## src/rtl/irq_route_pkg.sv

```systemverilog
package irq_route_pkg;
  localparam int RTE_W     = 64;
  localparam int VEC_W     = 8;
  localparam int DEST_W    = 8;
  localparam int MODE_W    = 3;
  localparam int F_VEC_LO  = 0;
  localparam int F_MODE_LO = 8;
  localparam int F_DMODE   = 11;
  localparam int F_DSTAT   = 12;
  localparam int F_POL     = 13;
  localparam int F_RACK    = 14;
  localparam int F_TRIG    = 15;
  localparam int F_MASK    = 16;
  localparam int F_DEST_LO = 56;

  typedef logic [RTE_W-1:0] rte_t;

  localparam rte_t RW_BITS  = ~((rte_t'(1) << F_RACK) | (rte_t'(1) << F_DSTAT));
  localparam rte_t RST_RTE  = rte_t'(1) << F_MASK;
  localparam logic [MODE_W-1:0] MODE_EXTINT = 3'b111;

  typedef struct packed {
    logic [DEST_W-1:0] dest;
    logic              dmode;
    logic [MODE_W-1:0] mode;
    logic [VEC_W-1:0]  vec;
    logic              level;
  } dlv_t;

  function automatic dlv_t rte_fields(rte_t e);
    dlv_t d;
    d.dest  = e[F_DEST_LO +: DEST_W];
    d.dmode = e[F_DMODE];
    d.mode  = e[F_MODE_LO +: MODE_W];
    d.vec   = e[F_VEC_LO +: VEC_W];
    d.level = e[F_TRIG];
    return d;
  endfunction
endpackage

```

## src/rtl/irq_pin_map.sv

```systemverilog
module irq_pin_map #(
  parameter int NUM_PINS = 24,
  parameter int SRC_LINE = 0,
  parameter int DST_PIN  = 2
) (
  input  logic [NUM_PINS-1:0] lines,
  output logic [NUM_PINS-1:0] pins
);
  for (genvar p = 0; p < NUM_PINS; p++) begin : g_map
    if (p == DST_PIN) begin : g_dst
      assign pins[p] = lines[p] | lines[SRC_LINE];
    end else if (p == SRC_LINE) begin : g_src
      assign pins[p] = 1'b0;
    end else begin : g_one
      assign pins[p] = lines[p];
    end
  end
endmodule

```

## src/rtl/irq_entry_table.sv

```systemverilog
module irq_entry_table
  import irq_route_pkg::*;
#(
  parameter int NUM_PINS = 24,
  localparam int PIN_W = $clog2(NUM_PINS)
) (
  input  logic               clk,
  input  logic               rst_n,
  input  logic               wr_en,
  input  logic [PIN_W-1:0]   wr_pin,
  input  rte_t               wr_data,
  input  logic               commit_en,
  input  logic [PIN_W-1:0]   commit_pin,
  input  logic               commit_level,
  input  logic               eoi_valid,
  input  logic [VEC_W-1:0]   eoi_vec,
  output rte_t               tbl [NUM_PINS],
  output logic [NUM_PINS-1:0] ack
);
  for (genvar p = 0; p < NUM_PINS; p++) begin : g_ent
    rte_t ent_r;
    logic ack_r;
    logic sel_wr, sel_cm, eoi_hit;

    assign sel_wr  = wr_en && (wr_pin == PIN_W'(p));
    assign sel_cm  = commit_en && commit_level && (commit_pin == PIN_W'(p));
    assign eoi_hit = eoi_valid && ack_r && (ent_r[F_VEC_LO +: VEC_W] == eoi_vec);

    always_ff @(posedge clk) begin
      if (!rst_n) begin
        ent_r <= RST_RTE;
        ack_r <= 1'b0;
      end else begin
        if (sel_wr) ent_r <= wr_data & RW_BITS;
        if (sel_wr && !wr_data[F_TRIG]) ack_r <= 1'b0;
        else if (sel_cm)                ack_r <= 1'b1;
        else if (eoi_hit)               ack_r <= 1'b0;
      end
    end

    assign tbl[p] = ent_r;
    assign ack[p] = ack_r;
  end
endmodule

```

## src/rtl/irq_pending_ctrl.sv

```systemverilog
module irq_pending_ctrl #(
  parameter int NUM_PINS = 24,
  localparam int PIN_W = $clog2(NUM_PINS)
) (
  input  logic                clk,
  input  logic                rst_n,
  input  logic [NUM_PINS-1:0] pin_in,
  input  logic [NUM_PINS-1:0] level_vec,
  input  logic [NUM_PINS-1:0] mask_vec,
  input  logic                commit_en,
  input  logic [PIN_W-1:0]    commit_pin,
  input  logic                commit_level,
  output logic [NUM_PINS-1:0] pend
);
  for (genvar p = 0; p < NUM_PINS; p++) begin : g_pend
    logic prev_r, pend_r, rise, clr;

    assign rise = pin_in[p] & ~prev_r;
    assign clr  = commit_en && !commit_level && (commit_pin == PIN_W'(p));

    always_ff @(posedge clk) begin
      if (!rst_n) begin
        prev_r <= 1'b0;
        pend_r <= 1'b0;
      end else begin
        prev_r <= pin_in[p];
        if (level_vec[p])                pend_r <= pin_in[p];
        else if (rise && !mask_vec[p])   pend_r <= 1'b1;
        else if (clr)                    pend_r <= 1'b0;
      end
    end

    assign pend[p] = pend_r;
  end
endmodule

```

## src/rtl/irq_dispatch.sv

```systemverilog
module irq_dispatch
  import irq_route_pkg::*;
#(
  parameter int NUM_PINS = 24,
  localparam int PIN_W = $clog2(NUM_PINS)
) (
  input  logic                clk,
  input  logic                rst_n,
  input  logic [NUM_PINS-1:0] elig,
  input  rte_t                tbl [NUM_PINS],
  input  logic                dlv_ready,
  input  logic                ext_rsp_valid,
  input  logic [VEC_W-1:0]    ext_rsp_vec,
  output logic                commit_en,
  output logic [PIN_W-1:0]    commit_pin,
  output logic                commit_level,
  output logic                dlv_valid,
  output dlv_t                dlv,
  output logic                ext_req_valid
);
  typedef enum logic [1:0] {ST_IDLE, ST_EXT, ST_SEND} st_e;

  st_e              st;
  dlv_t             cur;
  dlv_t             pick_f;
  logic             found, free, load;
  logic [PIN_W-1:0] pick_pin;

  always_comb begin
    found    = 1'b0;
    pick_pin = '0;
    for (int i = NUM_PINS - 1; i >= 0; i--) begin
      if (elig[i]) begin
        found    = 1'b1;
        pick_pin = PIN_W'(i);
      end
    end
  end

  assign pick_f = rte_fields(tbl[pick_pin]);
  assign free   = (st == ST_IDLE) || ((st == ST_SEND) && dlv_ready);
  assign load   = free && found;

  always_ff @(posedge clk) begin
    if (!rst_n) begin
      st  <= ST_IDLE;
      cur <= '0;
    end else if (load) begin
      cur <= pick_f;
      st  <= (pick_f.mode == MODE_EXTINT) ? ST_EXT : ST_SEND;
    end else if ((st == ST_EXT) && ext_rsp_valid) begin
      cur.vec <= ext_rsp_vec;
      st      <= ST_SEND;
    end else if ((st == ST_SEND) && dlv_ready) begin
      st <= ST_IDLE;
    end
  end

  assign commit_en     = load;
  assign commit_pin    = pick_pin;
  assign commit_level  = pick_f.level;
  assign dlv_valid     = (st == ST_SEND);
  assign ext_req_valid = (st == ST_EXT);
  assign dlv           = cur;
endmodule

```

## src/rtl/irq_route_engine.sv

```systemverilog
module irq_route_engine
  import irq_route_pkg::*;
#(
  parameter int NUM_PINS = 24,
  localparam int PIN_W = $clog2(NUM_PINS)
) (
  input  logic                clk,
  input  logic                rst_n,
  input  logic [NUM_PINS-1:0] irq_lines,
  input  logic                rte_wr_en,
  input  logic [PIN_W-1:0]    rte_wr_pin,
  input  logic [63:0]         rte_wr_data,
  input  logic                eoi_valid,
  input  logic [7:0]          eoi_vector,
  output logic                dlv_valid,
  input  logic                dlv_ready,
  output logic [7:0]          dlv_dest,
  output logic                dlv_dest_mode,
  output logic [2:0]          dlv_mode,
  output logic [7:0]          dlv_vector,
  output logic                dlv_level,
  output logic                ext_req_valid,
  input  logic                ext_rsp_valid,
  input  logic [7:0]          ext_rsp_vector
);
  logic [NUM_PINS-1:0] pins, pend, ack_vec, level_vec, mask_vec, elig;
  rte_t                tbl [NUM_PINS];
  logic                commit_en, commit_level;
  logic [PIN_W-1:0]    commit_pin;
  dlv_t                dlv;

  irq_pin_map #(.NUM_PINS(NUM_PINS)) u_map (
    .lines (irq_lines),
    .pins  (pins)
  );

  irq_entry_table #(.NUM_PINS(NUM_PINS)) u_tbl (
    .clk          (clk),
    .rst_n        (rst_n),
    .wr_en        (rte_wr_en),
    .wr_pin       (rte_wr_pin),
    .wr_data      (rte_wr_data),
    .commit_en    (commit_en),
    .commit_pin   (commit_pin),
    .commit_level (commit_level),
    .eoi_valid    (eoi_valid),
    .eoi_vec      (eoi_vector),
    .tbl          (tbl),
    .ack          (ack_vec)
  );

  for (genvar p = 0; p < NUM_PINS; p++) begin : g_flags
    assign level_vec[p] = tbl[p][F_TRIG];
    assign mask_vec[p]  = tbl[p][F_MASK];
  end

  irq_pending_ctrl #(.NUM_PINS(NUM_PINS)) u_pend (
    .clk          (clk),
    .rst_n        (rst_n),
    .pin_in       (pins),
    .level_vec    (level_vec),
    .mask_vec     (mask_vec),
    .commit_en    (commit_en),
    .commit_pin   (commit_pin),
    .commit_level (commit_level),
    .pend         (pend)
  );

  assign elig = pend & ~mask_vec & (~level_vec | ~ack_vec);

  irq_dispatch #(.NUM_PINS(NUM_PINS)) u_disp (
    .clk           (clk),
    .rst_n         (rst_n),
    .elig          (elig),
    .tbl           (tbl),
    .dlv_ready     (dlv_ready),
    .ext_rsp_valid (ext_rsp_valid),
    .ext_rsp_vec   (ext_rsp_vector),
    .commit_en     (commit_en),
    .commit_pin    (commit_pin),
    .commit_level  (commit_level),
    .dlv_valid     (dlv_valid),
    .dlv           (dlv),
    .ext_req_valid (ext_req_valid)
  );

  assign dlv_dest      = dlv.dest;
  assign dlv_dest_mode = dlv.dmode;
  assign dlv_mode      = dlv.mode;
  assign dlv_vector    = dlv.vec;
  assign dlv_level     = dlv.level;
endmodule

```

## config.mk

```make
export PLATFORM = sky130hd
export DESIGN_NAME = irq_route_engine
export DESIGN_NICKNAME = d
export VERILOG_FILES = /design/src/rtl/irq_route_pkg.sv /design/src/rtl/irq_pin_map.sv /design/src/rtl/irq_entry_table.sv /design/src/rtl/irq_pending_ctrl.sv /design/src/rtl/irq_dispatch.sv /design/src/rtl/irq_route_engine.sv
export SDC_FILE = /design/constraint.sdc
export NUM_CORES = 2
export LEC_CHECK = 0
export BUFFER_PORTS_ARGS = -buffer_cell sky130_fd_sc_hd__buf_2
export CAP_MARGIN = 10
export CORE_AREA = 2 2 296 298
export DETAILED_ROUTE_END_ITERATION = 16
export DIE_AREA = 0 0 298 300
export GPL_ROUTABILITY_DRIVEN = 1
export PLACE_DENSITY = 0.49
export SETUP_SLACK_MARGIN = 0.5
export SLEW_MARGIN = 20
export SYNTH_ARGS = -nofsm -noshare
export SYNTH_HDL_FRONTEND = slang
export SYNTH_SLANG_ARGS = --single-unit
```

## constraint.sdc

```tcl
create_clock -name clk -period 4.5 [get_ports clk]
set_clock_uncertainty 0.1 [all_clocks]
set_input_delay 0.675 -clock clk [delete_from_list [all_inputs] [get_ports clk]]
set_output_delay 0.675 -clock clk [all_outputs]
set_load 0.005 [all_outputs]
```

Word-level counts from Yosys, hierarchy flattened
Index checks and enable logic that the tools add are counted.
{ "classes": {"n_addsub": 0, "mul": 0, "n_div": 0, "n_lt_le_gt_ge": 1, "eq_ne": 73, "n_shift": 0, "mux": 174, "bitwise_logic": 55, "reduce_logical": 273} }
{ "op_table": {"columns": ["cell", "count"], "rows": [
  ["64-bit binary-select mux with 5-bit select", 1],
  ["8-bit equality test", 24],
  ["1-bit logical AND", 171],
  ["1-bit two-way mux", 141],
  ["64-bit two-way mux", 2],
  ["5-bit two-way mux", 24],
  ["5-bit by 4-bit equality test with 1-bit output (second input constant)", 16],
  ["5-bit equality test (second input constant)", 16],
  ["24-bit inverter", 3],
  ["3-bit nonzero test", 24],
  ["2-bit nonzero test", 25],
  ["24-bit AND", 2],
  ["2-bit OR reduction", 24],
  ["5-bit by 3-bit equality test with 1-bit output (second input constant)", 8],
  ["1-bit logical NOT", 25],
  ["1-bit inverter", 24],
  ["24-bit bitwise OR", 1],
  ["1-bit AND", 23],
  ["5-bit by 2-bit equality test with 1-bit output (second input constant)", 4],
  ["8-bit two-way mux", 2],
  ["5-bit by 1-bit equality test with 1-bit output (second input constant)", 2],
  ["5-bit logical NOT", 2],
  ["2-bit two-way mux", 4],
  ["6-bit greater-or-equal comparator (second input constant)", 1],
  ["7 further kinds", 7]
]} }
{ "totals": {"ff_bits": 1581, "latchBits": 0, "ram_bits": 0, "romBits": 0, "inputBits": 115, "out_inout_bits": 23, "elab_cells": 676, "n_memories": 0} }

Depth between registers and ports, before layout
{ "depth": {"ltp_word": 37, "mapped_depth": 15, "mapped_depth_nobuf": 11} }

Cells and area by module
From an unflattened synthesis, not the netlist that was laid out.
{ "hier_totals": {"hier_cells": 8500, "area_unflattened_um2": 67697.4} }
{ "modules_own_cells": {"columns": ["module", "n_inst", "cells_each", "area_each_um2", "seq_area_each_um2"], "rows": [
  ["irq_entry_table", 1, 7101, 59265.6, 30269.0],
  ["irq_dispatch", 1, 1089, 5775.5, 460.4],
  ["irq_pending_ctrl", 1, 237, 2083.2, 960.9],
  ["irq_route_engine", 1, 48, 390.4, 0.0],
  ["irq_pin_map", 1, 25, 182.7, 0.0]
]} }

Worst setup path before layout
Ideal clock, no wire load.
{ "synth_path": {"path_type": "reg-to-reg", "start": "register u_tbl.g_ent[15].ent_r[15]", "end": "register u_pend.g_pend[17].pend_r", "setup_ps": 121, "arrival_ps": 3059, "t_required_ps": 4279, "path_slack_ps": 1220, "stages_incl_launch_ff": 14, "n_path_buf": 2, "period_less_slack_ps": 3280, "path_cell_list": "dfxtp_1 > nand2_1 > a221o_1 > a21oi_1 > a211oi_2 > o31ai_2 > mux2i_1 > o32ai_1 > or4_1 > o32ai_2 > buf_2 > buf_6 > a31oi_1 > mux2_2"} }
{ "synth_via": {"elab_chain_len": 27, "word_cells_on_any_way": 45, "classes_between": "eq/ne: 1; mux: 35; bitwise: 4; reduce/logical: 5"} }
{ "synth_lines": {"columns": ["item", "line_no", "text"], "rows": [
  ["start: declaration", "irq_entry_table.sv:21", "rte_t ent_r;"],
  ["start signal: assignment", "irq_entry_table.sv:34", "if (sel_wr) ent_r <= wr_data & RW_BITS;"],
  ["24-bit inverter", "irq_route_engine.sv:69", "assign elig = pend & ~mask_vec & (~level_vec | ~ack_vec);"],
  ["24-bit bitwise OR", "irq_route_engine.sv:69", null],
  ["24-bit AND", "irq_route_engine.sv:69", null],
  ["5-bit two-way mux (16 in series)", "irq_dispatch.sv:33", "if (elig[i]) begin"],
  ["5-bit inverter with 6-bit output (implied by the code)", "irq_dispatch.sv:40", "assign pick_f = rte_fields(tbl[pick_pin]);"],
  ["64-bit binary-select mux with 5-bit select", "irq_dispatch.sv:40", null],
  ["64-bit two-way mux (implied by the code) (2 in series)", "irq_dispatch.sv:40", null],
  ["1-bit logical NOT", null, null],
  ["1-bit logical AND", "irq_pending_ctrl.sv:19", "assign clr = commit_en && !commit_level && (commit_pin == PIN_W'(p));"],
  ["1-bit logical AND *", "irq_pending_ctrl.sv:19", null],
  ["3-bit nonzero test (no source line) *", null, null],
  ["end signal: assignment", "irq_pending_ctrl.sv:27", "if (level_vec[p]) pend_r <= pin_in[p];"],
  ["end: declaration", "irq_pending_ctrl.sv:16", "logic prev_r, pend_r, rise, clr;"]
]} }
Every way passes the cells marked *; elsewhere a longest branch is shown, timed or not. The select of a mux whose other input is x is not followed.
A chain may end at the register's enable or synchronous reset.

Worst setup path in the final report
{ "layout_path": {"start": "register u_tbl.g_ent[21].ack_r", "end": "register u_pend.g_pend[7].pend_r"} }
{ "layout_via": {"elab_chain_len": 33, "word_cells_on_any_way": 57, "classes_between": "eq/ne: 1; mux: 47; bitwise: 4; reduce/logical: 5"} }
{ "layout_lines": {"columns": ["item", "line_no", "text"], "rows": [
  ["start: declaration", "irq_entry_table.sv:22", "logic ack_r;"],
  ["start signal: assignment", "irq_entry_table.sv:32", "ack_r <= 1'b0;"],
  ["start signal: assignment", "irq_entry_table.sv:35", "if (sel_wr && !wr_data[F_TRIG]) ack_r <= 1'b0;"],
  ["start signal: assignment", "irq_entry_table.sv:36", "else if (sel_cm) ack_r <= 1'b1;"],
  ["24-bit inverter *", "irq_route_engine.sv:69", null],
  ["24-bit bitwise OR *", "irq_route_engine.sv:69", null],
  ["24-bit AND *", "irq_route_engine.sv:69", null],
  ["5-bit two-way mux (22 in series)", "irq_dispatch.sv:33", null],
  ["5-bit inverter with 6-bit output (implied by the code)", "irq_dispatch.sv:40", null],
  ["64-bit binary-select mux with 5-bit select", "irq_dispatch.sv:40", null],
  ["64-bit two-way mux (implied by the code) (2 in series)", "irq_dispatch.sv:40", null],
  ["1-bit logical NOT", null, null],
  ["1-bit logical AND", "irq_pending_ctrl.sv:19", null],
  ["1-bit logical AND *", "irq_pending_ctrl.sv:19", null],
  ["3-bit nonzero test (no source line) *", null, null],
  ["end signal: assignment", "irq_pending_ctrl.sv:27", null],
  ["end: declaration", "irq_pending_ctrl.sv:16", null]
]} }
Marks and branches as above.

==> run summary <==
Fin Hold WS: 0.195 ns
Final setup TNS: 0 ns
Total global routing overflow: 0
Final Power: 12100 µW
Die X: 298 µm
HP Class: in2reg
Clk buf depth: 3
Fillers: 8851
Initial antenna violation count: 7
Wire per inst: 24.4 µm
Most common cell after layout, fill and taps aside: nand2_1
Final net count: 3832
Area of the multi-input gates: 0.0165 mm²
Syn_nets: 3835
Crit path to: u_pend.g_pend[7].pend_r
Tot GR Track Use: 0.261
Port-buffer cells: 95
Initial Util: 0.346
Slew Viols, Final: 0
Crit path DAT: 4.38 ns
I/O Pins: 138
Worst setup EP type: register
Worst R2R End: u_pend.g_pend[7].pend_r
Critical path type: reg2reg
Ys Warns: 0
Syn_area_per_cell: 8.02 µm²
Hpwl dp: 77.9 mm
Largest net degree at the start of global routing: 142
Yosys reg bits: 619
Power Density: 349 mW/mm²
Reg-to-reg startpoint: u_tbl.g_ent[21].ack_r
Mean number of vias per cell: 5.50
Hold Violations, Final: 0
Final worst path period share: 0.889
Status: finished, final reports clean
CTS tree: yes
Slew margin rel.: 0.284
Clock Sinks: 619
CTS clk-pin slew, worst paths: 0.06 ns
Synth-to-Final Area Change: 15.8%
Htree depth: 3
Max VDD drop: 0.221 mV
Die height: 300 µm
Number of global-route vias before repair: 25600
Reg2reg path depth: 14
Startpoint Class: register
RSZ-0062 raised after global routing: true
Fin crit period: 4.00 ns
WL final: 120 mm
Crit path max fanout: 4
Max_cap viols: 0
Setup-failing EPs final: 0
# hold bufs at CTS: 0
Initial DRT Pass Iterations: 9
Residual DRC: 0
Routability cong.: 0.879
Routed Antenna Nets: 0
Reg2reg setup slack: 0.50 ns
Global-route wire length before repair: 176 mm
Critical Path Start: u_tbl.g_ent[21].ack_r
Mapped Cells: 3720
Tightest Pin Transition: 1.07 ns
Die area: 0.0894 mm²
Share of post-route cells with drive strength above 1: 0.132
Root buffer cell: clkbuf_16
Number of distinct library cells after synthesis: 66
Drt initial violations: 2888
Leak Pwr: 0.0121 µW
Clock Latency Late Sink: 0.63 ns
Commonest cells after routing, fill and taps aside: nand2_1, dfxtp_1, a21boi_0, xor2_1, buf_4
EDFF count, synth: 0
Post-synthesis sequential area ratio: 0.415
Top FF cell, synth: dfxtp_1
Sequential Area: 0.0124 mm²
Mapped cell area: 0.0299 mm²
Core Region: 0.0862 mm²
Asr flop ratio synth: 0
Via count: 27100
Critical Path RT: 4.88 ns
Fmax: 250 MHz
Total CTS buffers: 72
Num rows: 108
## registers in the layout, summed over array words and instances (netlist names)
name / flops
u_disp.dlv: 21
u_disp.st: 2
u_pend.g_pend.pend_r: 23
u_pend.g_pend.prev_r: 23
u_tbl.g_ent.ack_r: 23
u_tbl.g_ent.ent_r: 527
## Yosys cell counts, types with 5 or more instances
cell	count	share of area
a211oi_1	14	0.0035
a21boi_0	505	0.13
a21oi_1	72	0.012
a222oi_1	71	0.024
a22oi_1	11	0.0028
a31oi_1	14	0.0029
and2_1	34	0.0071
and3_1	5	0.0010
buf_1	23	0.0029
buf_2	15	0.0025
clkbuf_1	281	0.035
dfxtp_1	619	0.42
inv_1	24	0.0030
mux2_2	84	0.032
mux2i_1	44	0.015
nand2_1	1163	0.15
nand2b_1	12	0.0025
nand3_1	71	0.012
nand4_1	7	0.0015
nor2_1	71	0.0089
nor2b_1	22	0.0046
nor3_1	56	0.0094
nor3b_1	9	0.0023
nor4_1	25	0.0052
o211ai_1	5	0.0013
o21ai_0	72	0.012
o21bai_1	12	0.0030
o221ai_1	33	0.0097
o22ai_1	54	0.011
o31ai_1	8	0.0020
o41ai_1	17	0.0050
or3_1	24	0.0050
xnor2_1	41	0.012
xor2_1	143	0.042
## worst min path at each step
| stage | to | from | depth (start not counted) |
|---|---|---|---|
| floorplan | u_pend.g_pend[1].pend_r | u_pend.g_pend[1].pend_r | 2 |
| global placement | u_pend.g_pend[1].pend_r | u_pend.g_pend[1].pend_r | 2 |
| detailed placement | u_pend.g_pend[1].pend_r | u_pend.g_pend[1].pend_r | 2 |
| CTS | u_pend.g_pend[14].prev_r | irq_lines[14] | 2 |
| global route | u_pend.g_pend[14].prev_r | irq_lines[14] | 2 |
| finish | u_pend.g_pend[14].prev_r | irq_lines[14] | 2 |
## critical path, cell delays in order, from the launching register on
cell and delay [ns]:
dfxtp_1 0.41, nand2_1 0.12, a22o_1 0.21, o211ai_1 0.46, a211oi_4 0.16, o31ai_4 0.28
buf_6 0.19, mux2i_2 0.28, o32ai_1 0.11, or4_4 0.54, o32ai_4 0.40, buf_4 0.20
and2b_2 0.20, buf_12 0.14, a31oi_1 0.07
## logic make-up (layout without fill, tap and decap cells)
group | after synthesis | in the layout | share of synthesized area
other | 0 | 2 | 0
DFF | 619 | 619 | 0.415
muxes | 128 | 128 | 0.0464
buffers and inverters | 345 | 396 | 0.0444
and+or+nand+nor | 1504 | 1504 | 0.207
AOI/OAI and AO/OA | 940 | 940 | 0.233
xor gates and xnor gates | 184 | 184 | 0.0540
## repair_timing
action | in CTS | in global routing
pin swaps | 7 | 8
cloned | 2 | 0
endpoints found under the setup margin | 50 | 57
buffers inserted | 14 | 1
resized for setup | 15 | 24
## cell type report
type | instances | share of cell area
Timing Repair Buffer | 244 | 0.0534
Antenna cell | 2 | 0.000145
Clock buffer | 113 | 0.0621
Clock inverter | 15 | 0.00514
Inverter | 24 | 0.00261
Sequential cell | 619 | 0.359
Multi-Input combinational cell | 2756 | 0.476
Tap cell | 1155 | 0.0418
## through the flow
stage,utilization,cells,area [µm²],setup slack [ns]
4_1_cts,0.400,4925,34500,0.515
5_1_grt,0.401,4927,34600,0.469
3_5_place_dp,0.370,4781,31900,0.0581
3_3_place_gp,0.370,4781,31900,0.144
2_1_floorplan,-,3720,29900,1.22
6_report,0.401,4928,34600,0.502
## power breakdown
group	switching, µW	internal [µW]	leakage [µW]
combinational	444	202	0.00592
clock	2460	3410	0.00114
sequential	30.4	5530	0.00500
total	2940	9140	0.0121
## layer usage
metal / track usage / wire (µm) / up-vias
met4: 0.102 / 4580 / 6
met5: 0 / 34 / -
met2: 0.411 / 53300 / 983
met3: 0.0353 / 8060 / 214
li1: - / - / 12800
met1: 0.363 / 54300 / 13100
(Power assumes the default switching activity.)
